### src/rtl/thermreg_pkg.sv
package thermreg_pkg;
   localparam int unsigned IDX_W = 4;

   typedef enum logic [IDX_W-1:0] {
      IX_CAP  = 4'd0,
      IX_CFG  = 4'd1,
      IX_HI   = 4'd2,
      IX_LO   = 4'd3,
      IX_CRIT = 4'd4,
      IX_TEMP = 4'd5,
      IX_MFR  = 4'd6,
      IX_DEV  = 4'd7,
      IX_RES  = 4'd8
   } reg_idx_e;

   // configuration word bit positions
   localparam int unsigned CB_MODE   = 0;
   localparam int unsigned CB_POL    = 1;
   localparam int unsigned CB_CONLY  = 2;
   localparam int unsigned CB_EN     = 3;
   localparam int unsigned CB_STS    = 4;
   localparam int unsigned CB_CLR    = 5;
   localparam int unsigned CB_ELOCK  = 6;
   localparam int unsigned CB_CLOCK  = 7;
   localparam int unsigned CB_SHDN   = 8;
   localparam int unsigned CB_HYST   = 9;
   localparam int unsigned HYST_W    = 2;

   typedef struct packed {
      logic [HYST_W-1:0] hyst;
      logic              shdn;
      logic              clock;
      logic              elock;
      logic              en;
      logic              conly;
      logic              pol;
      logic              mode;
   } cfg_t;
endpackage

### src/rtl/thermreg_cfg.sv
module thermreg_cfg
   import thermreg_pkg::*;
#(
   parameter int unsigned DATA_W = 16
) (
   input  logic              clk,
   input  logic              rst_n,
   input  logic              we,
   input  logic [DATA_W-1:0] wd,
   output cfg_t              cfg,
   output logic              clr_req
);
   cfg_t nxt;
   logic any_lock;

   assign any_lock = cfg.clock | cfg.elock;

   always_comb begin
      nxt = cfg;
      if (we) begin
         nxt.clock = cfg.clock | wd[CB_CLOCK];
         nxt.elock = cfg.elock | wd[CB_ELOCK];
         if (!any_lock) begin
            nxt.hyst = wd[CB_HYST +: HYST_W];
            nxt.en   = wd[CB_EN];
         end
         if (!cfg.elock) nxt.conly = wd[CB_CONLY];
         nxt.pol  = wd[CB_POL];
         nxt.mode = wd[CB_MODE];
         if (!wd[CB_SHDN])  nxt.shdn = 1'b0;
         else if (!any_lock) nxt.shdn = 1'b1;
      end
   end

   always_ff @(posedge clk) begin
      if (!rst_n) begin
         cfg     <= '0;
         clr_req <= 1'b0;
      end else begin
         cfg     <= nxt;
         clr_req <= we & wd[CB_CLR];
      end
   end
endmodule

### src/rtl/thermreg_limit.sv
module thermreg_limit #(
   parameter int unsigned DATA_W  = 16,
   parameter int unsigned LIM_MSB = 12,
   parameter int unsigned LIM_LSB = 2
) (
   input  logic                       clk,
   input  logic                       rst_n,
   input  logic                       we,
   input  logic                       lock,
   input  logic [DATA_W-1:0]          wd,
   output logic [LIM_MSB-LIM_LSB:0]   lim
);
   always_ff @(posedge clk) begin
      if (!rst_n)          lim <= '0;
      else if (we && !lock) lim <= wd[LIM_MSB:LIM_LSB];
   end
endmodule

### src/rtl/thermreg_rdmux.sv
module thermreg_rdmux
   import thermreg_pkg::*;
#(
   parameter int unsigned DATA_W  = 16,
   parameter int unsigned LIM_MSB = 12,
   parameter int unsigned LIM_LSB = 2,
   parameter int unsigned RES_W   = 2,
   parameter int unsigned RES_LSB = 3,
   parameter logic [DATA_W-1:0] MFR_ID  = 16'h00B3,
   parameter logic [DATA_W-1:0] DEV_REV = 16'h2913
) (
   input  logic [IDX_W-1:0]          rd_idx,
   input  cfg_t                      cfg,
   input  logic                      evt_active,
   input  logic [LIM_MSB-LIM_LSB:0]  hi_lim,
   input  logic [LIM_MSB-LIM_LSB:0]  lo_lim,
   input  logic [LIM_MSB-LIM_LSB:0]  crit_lim,
   input  logic [DATA_W-1:0]         temp_q,
   input  logic [RES_W-1:0]          res_q,
   output logic [DATA_W-1:0]         rd_data
);
   logic [DATA_W-1:0] cap_w, cfg_w, res_w, hi_w, lo_w, crit_w;

   always_comb begin
      cap_w = '0;
      cap_w[0] = 1'b1;
      cap_w[1] = 1'b1;
      cap_w[2] = 1'b1;
      cap_w[5] = 1'b1;
      cap_w[6] = 1'b1;
      cap_w[RES_LSB +: RES_W] = res_q;

      cfg_w = '0;
      cfg_w[CB_HYST +: HYST_W] = cfg.hyst;
      cfg_w[CB_SHDN]  = cfg.shdn;
      cfg_w[CB_CLOCK] = cfg.clock;
      cfg_w[CB_ELOCK] = cfg.elock;
      cfg_w[CB_STS]   = evt_active;
      cfg_w[CB_EN]    = cfg.en;
      cfg_w[CB_CONLY] = cfg.conly;
      cfg_w[CB_POL]   = cfg.pol;
      cfg_w[CB_MODE]  = cfg.mode;

      res_w = '0;
      res_w[RES_LSB +: RES_W] = res_q;

      hi_w = '0;   hi_w[LIM_MSB:LIM_LSB]   = hi_lim;
      lo_w = '0;   lo_w[LIM_MSB:LIM_LSB]   = lo_lim;
      crit_w = '0; crit_w[LIM_MSB:LIM_LSB] = crit_lim;

      case (rd_idx)
         IX_CAP:  rd_data = cap_w;
         IX_CFG:  rd_data = cfg_w;
         IX_HI:   rd_data = hi_w;
         IX_LO:   rd_data = lo_w;
         IX_CRIT: rd_data = crit_w;
         IX_TEMP: rd_data = temp_q;
         IX_MFR:  rd_data = MFR_ID;
         IX_DEV:  rd_data = DEV_REV;
         IX_RES:  rd_data = res_w;
         default: rd_data = '0;
      endcase
   end
endmodule

### src/rtl/thermreg_bank.sv
module thermreg_bank
   import thermreg_pkg::*;
#(
   parameter int unsigned DATA_W  = 16,
   parameter int unsigned LIM_MSB = 12,
   parameter int unsigned LIM_LSB = 2,
   parameter int unsigned RES_W   = 2,
   parameter int unsigned RES_LSB = 3,
   parameter logic [RES_W-1:0]  RES_RST = 2'b10,
   parameter logic [DATA_W-1:0] MFR_ID  = 16'h00B3,
   parameter logic [DATA_W-1:0] DEV_REV = 16'h2913
) (
   input  logic                      clk,
   input  logic                      rst_n,
   input  logic                      wr_en,
   input  logic [3:0]                wr_idx,
   input  logic [DATA_W-1:0]         wr_data,
   input  logic [3:0]                rd_idx,
   output logic [DATA_W-1:0]         rd_data,
   input  logic                      temp_vld,
   input  logic [DATA_W-1:0]         temp_word,
   input  logic                      evt_active,
   output logic                      clr_req,
   output logic [1:0]                hyst_sel,
   output logic                      shdn,
   output logic                      evt_en,
   output logic                      crit_only,
   output logic                      evt_pol,
   output logic                      evt_mode,
   output logic                      crit_lock,
   output logic                      evt_lock,
   output logic [LIM_MSB-LIM_LSB:0]  hi_lim,
   output logic [LIM_MSB-LIM_LSB:0]  lo_lim,
   output logic [LIM_MSB-LIM_LSB:0]  crit_lim,
   output logic [RES_W-1:0]          res_code
);
   localparam int unsigned LIM_W = LIM_MSB - LIM_LSB + 1;
   localparam int unsigned NLIM  = 3;

   if (LIM_MSB >= DATA_W || LIM_LSB > LIM_MSB) begin : g_bad_lim
      $error("limit field does not fit the data word");
   end
   if (RES_LSB + RES_W > 8) begin : g_bad_res
      $error("resolution field must sit in the low byte");
   end
   if (DATA_W <= CB_HYST + HYST_W) begin : g_bad_w
      $error("data word too narrow for the configuration fields");
   end

   cfg_t cfg;
   logic cfg_we;
   assign cfg_we = wr_en && (wr_idx == IX_CFG);

   thermreg_cfg #(.DATA_W(DATA_W)) u_cfg (
      .clk     (clk),
      .rst_n   (rst_n),
      .we      (cfg_we),
      .wd      (wr_data),
      .cfg     (cfg),
      .clr_req (clr_req)
   );

   logic [NLIM-1:0]  lim_we, lim_lock;
   logic [LIM_W-1:0] lim_q [NLIM];
   logic [IDX_W-1:0] lim_ix [NLIM];

   assign lim_ix[0] = IX_HI;
   assign lim_ix[1] = IX_LO;
   assign lim_ix[2] = IX_CRIT;
   assign lim_lock  = {cfg.clock, cfg.elock, cfg.elock};

   for (genvar g = 0; g < NLIM; g++) begin : g_lim
      assign lim_we[g] = wr_en && (wr_idx == lim_ix[g]);
      thermreg_limit #(
         .DATA_W (DATA_W),
         .LIM_MSB(LIM_MSB),
         .LIM_LSB(LIM_LSB)
      ) u_lim (
         .clk   (clk),
         .rst_n (rst_n),
         .we    (lim_we[g]),
         .lock  (lim_lock[g]),
         .wd    (wr_data),
         .lim   (lim_q[g])
      );
   end

   logic [RES_W-1:0]  res_q;
   logic [DATA_W-1:0] temp_q;

   always_ff @(posedge clk) begin
      if (!rst_n) begin
         res_q  <= RES_RST;
         temp_q <= '0;
      end else begin
         if (wr_en && wr_idx == IX_RES) res_q <= wr_data[RES_LSB +: RES_W];
         if (temp_vld) temp_q <= temp_word;
      end
   end

   thermreg_rdmux #(
      .DATA_W (DATA_W),
      .LIM_MSB(LIM_MSB),
      .LIM_LSB(LIM_LSB),
      .RES_W  (RES_W),
      .RES_LSB(RES_LSB),
      .MFR_ID (MFR_ID),
      .DEV_REV(DEV_REV)
   ) u_rd (
      .rd_idx    (rd_idx),
      .cfg       (cfg),
      .evt_active(evt_active),
      .hi_lim    (lim_q[0]),
      .lo_lim    (lim_q[1]),
      .crit_lim  (lim_q[2]),
      .temp_q    (temp_q),
      .res_q     (res_q),
      .rd_data   (rd_data)
   );

   assign hyst_sel  = cfg.hyst;
   assign shdn      = cfg.shdn;
   assign evt_en    = cfg.en;
   assign crit_only = cfg.conly;
   assign evt_pol   = cfg.pol;
   assign evt_mode  = cfg.mode;
   assign crit_lock = cfg.clock;
   assign evt_lock  = cfg.elock;
   assign hi_lim    = lim_q[0];
   assign lo_lim    = lim_q[1];
   assign crit_lim  = lim_q[2];
   assign res_code  = res_q;
endmodule

### config.mk
export PLATFORM = sky130hd
export DESIGN_NAME = thermreg_bank
export DESIGN_NICKNAME = d
export VERILOG_FILES = /design/src/rtl/thermreg_pkg.sv /design/src/rtl/thermreg_cfg.sv /design/src/rtl/thermreg_limit.sv /design/src/rtl/thermreg_rdmux.sv /design/src/rtl/thermreg_bank.sv
export SDC_FILE = /design/constraint.sdc
export NUM_CORES = 1
export LEC_CHECK = 0
export ABC_AREA = 1
export BUFFER_PORTS_ARGS = -buffer_cell sky130_fd_sc_hd__buf_2
export CORE_ASPECT_RATIO = 1.2
export CORE_MARGIN = 2
export CORE_UTILIZATION = 45
export CTS_BUF_LIST = sky130_fd_sc_hd__clkbuf_4 sky130_fd_sc_hd__clkbuf_8
export CTS_CLUSTER_DIAMETER = 30
export CTS_CLUSTER_SIZE = 16
export DETAILED_ROUTE_END_ITERATION = 10
export GPL_TIMING_DRIVEN = 0
export PLACE_DENSITY = 0.74
export RECOVER_POWER = 100
export SYNTH_ARGS = -nofsm -noshare
export SYNTH_HDL_FRONTEND = slang
export SYNTH_SLANG_ARGS = --single-unit
### constraint.sdc
create_clock -name clk -period 1.1 [get_ports clk]
set_input_delay 0.22 -clock clk [delete_from_list [all_inputs] [get_ports clk]]
set_output_delay 0.22 -clock clk [all_outputs]
set_load 0.02 [all_outputs]
==> reports/results.txt <==
Fin crit period -> 1546 ps
Flops & latches, synth -> 61
Hold WC Path Type -> input port to flop
Worst rel slew slack -> 46.28%
IO buf count -> 101
DIE HEIGHT -> 94.56 um
Syn nets -> 497
Wirelength per Cell -> 20.55 um
Violated checks -> setup timing
Post-synthesis xor/xnor area fraction -> 0%
Syn_area_per_cell -> 6.804 um^2
H-tree levels -> 3
Routability cong. -> 0.9295
Met2 usage -> 56.93%
DR vias/cell -> 5.870
Worst Hold Launch -> temp_word[11]
Initial DRC count -> 448
Global-route layer with the greatest usage -> met2
CTS clock-pin slew for the worst setup and hold paths -> 70 ps
I/O pin cnt -> 106
Commonest cells post-synth -> nand2_1 (106), nor2_1 (83), dfxtp_1 (61)
CTS tree -> yes
HPWL Detailed -> 7706 um
Clock buffer count from CTS -> 9
Clock skew -> 10.54 ps
Global Route Usage Sum -> 33.68%
Max VDD drop -> 0.0009339 V
PnR worst setup slack -> -445.6 ps
Die X -> 79.47 um
Startpoint Class -> input port
First-pass GRT wire length -> 19170 um
Drt drc -> 0
Area grow syn2layout -> 77.71%
YS warnings -> 0
CP Capture Type -> primary output
Worst path required time -> 880 ps
Antenna violations before repair -> 0
Top cell type's share of synthesized area -> 39.71%
Initial core utilization -> 45.70%
Hold EP -> temp_q[11]$_SDFFE_PN0P_
Min-Delay Path Depth -> 3
Asr flop ratio synth -> 0%
Unrepaired setup endpoints after global routing -> true
DR pass1 iterations -> 7
Synth area leaders -> dfxtp_1 (40%), nand2_1 (13%), nor2_1 (10%), inv_1 (5.0%), nand3_1 (4.1%)
Fill count -> 387
Share of cells above drive strength 1 -> 63.83%
Worst-path maximum fanout -> 7
Grt ovf -> 0
Antenna diodes -> 0
Clock Sink Count -> 61
Post-synthesis mux area share -> 0%
Placed Cells -> 640
Area leader, netlist -> dfxtp_1
Final Hold Fails -> 0
Dpl ws -> -425.8 ps
DIE AREA -> 7514 um^2
Post-Syn Area -> 3075 um^2
Vias -> 4162
Layout Nets -> 662
Layout Cells excl Fill -> 709
Largest family of logic cells by synthesized area -> simple AND/OR/NAND/NOR gates
Post-synthesis sequential area ratio -> 39.71%
RR Endpoint -> g_lim[2].u_lim.lim[3]$_SDFFE_PN0P_
Clk Tree Root Cell -> clkbuf_8
FF-to-FF setup slack -> -190 ps
Clk Latency, worst-skew pair -> 360 ps
Hold Worst Slack -> 99.16 ps
# rows -> 33
Final WL -> 14570 um
Number of enable flip-flop cells after synthesis -> 0
Fmax -> 647.0 MHz
Pleak -> 2.444 nW
Vias in the first global route -> 3689
Period utilization -> 140.5%
Routed Antenna Nets -> 0
Max Cap Viol -> 0
Simple-gate share of the synthesized area -> 38.61%
Most frequent cell after synthesis -> nand2_1
Met1 Use GR -> 39.73%
Syn Inst Count -> 452
Final Max Slew Viols -> 0
Worst slew pin tran -> 805.7 ps
Compound-cell area share of the yosys netlist -> 11.80%
Core Box Area -> 6730 um^2
Status -> finished, violations left
Adder-Cell Fraction of Synth Area -> 0%
Critical path type -> input port to primary output
Largest net degree at the start of global routing -> 11
Design Power -> 5.750 mW
Max Root-Sink Buffers -> 2
Routing usage on met3 -> 7.170%
Register-to-Register Path Depth -> 6
Pwr Density -> 1052 nW/um^2
Cts hold-fix bufs -> 0
FF-to-FF Start -> u_cfg.cfg[5]$_SDFFE_PN0P_
Number of distinct library cells after synthesis -> 25
Arr. time, crit path -> 1330 ps
Final setup viols -> 77
Most used flip-flop cell after synthesis -> dfxtp_1
sequential cells by signal, summed over array words and instances, names as in the netlist:
name / flops
g_lim.u_lim.lim: 33
u_cfg.clr_req: 1
temp_q: 16
u_cfg.cfg: 9
res_code: 2
where the power goes:
part	leakage [nW]	total, mW	switching (mW)	internal (mW)
logic	1.81	1.04	0.626	0.410
clock network	0.117	2.38	0.931	1.45
registers	0.519	2.33	0.0584	2.27
total	2.44	5.75	1.62	4.13
layout make-up:
type	instances	area (um^2)	share of cell area, %
plain buffers	20	176.4	3.228
clock buffers	13	166.4	3.045
clock inverters	3	67.56	1.236
inverters	48	217.7	3.984
multi-input cells	325	2120	38.78
flip-flops and latches	61	1290	23.60
well taps	87	108.9	1.992
repair buffers	152	1319	24.13
cells in the final DEF (no fill, tap or decap), types with 10 or more instances in the layout:
cell type,synthesis,routed
dfxtp_2,0,37
o21ai_0,24,21
o21ai_2,0,14
buf_2,9,42
nand2_1,106,46
clkbuf_8,0,11
buf_6,3,74
nor2_1,83,63
nand2_2,1,53
inv_1,41,34
a21oi_2,10,10
a21oi_1,12,12
nand3_2,11,27
nor2_4,5,17
buf_4,4,38
nor2_2,5,14
dfxtp_1,61,18
worst max-delay path, cell delays in order:
cell     delay, ps
buf_12         120
inv_8           50
nor2_8         260
nand2_8        120
o21ai_1        240
inv_1          100
nand2_2         90
buf_6          120
routing by layer:
metal	vias to the layer above	wire (um)
met5	-	0
met4	0	1218
met3	117	1473
met2	344	6787
met1	1928	5089
li1	1773	-
worst max-delay path by stage:
stage	from	endpoint
finish	rd_idx[0]	rd_data[3]
global route	rd_idx[0]	rd_data[3]
CTS	g_lim[0].u_lim.lim[4]$_SDFFE_PN0P_	rd_data[6]
detailed placement	rd_idx[0]	rd_data[9]
global placement	rd_idx[0]	rd_data[9]
floorplan	rd_idx[1]	rd_data[3]
cell families (layout without fill, tap and decap cells):
kind of cell	Yosys count	after routing
AND/OR/NAND/NOR	259	261
buffers and inverters	68	236
AO/OA/AOI/OAI	64	64
flip-flops	61	61
metrics by stage:
stage                     setup TNS [ps]  cell area (um^2)  utilization [%]
after floorplan                   -42.15              3172                -
after global placement            -10460              3786            56.26
after detailed placement          -11440              3786            56.26
after CTS                          -5941              5099            75.76
after global routing              -12210              5465            81.20
final                             -10170              5465            81.20
timing repair:
item / CTS / global route
setup endpoints to repair: 82 / 87
gates resized for setup: 264 / 95
cloned: 8 / 0
buffers inserted: 31 / 20
pin swaps: 48 / 35
No activity file was read; power rests on OpenSTA's default activity.
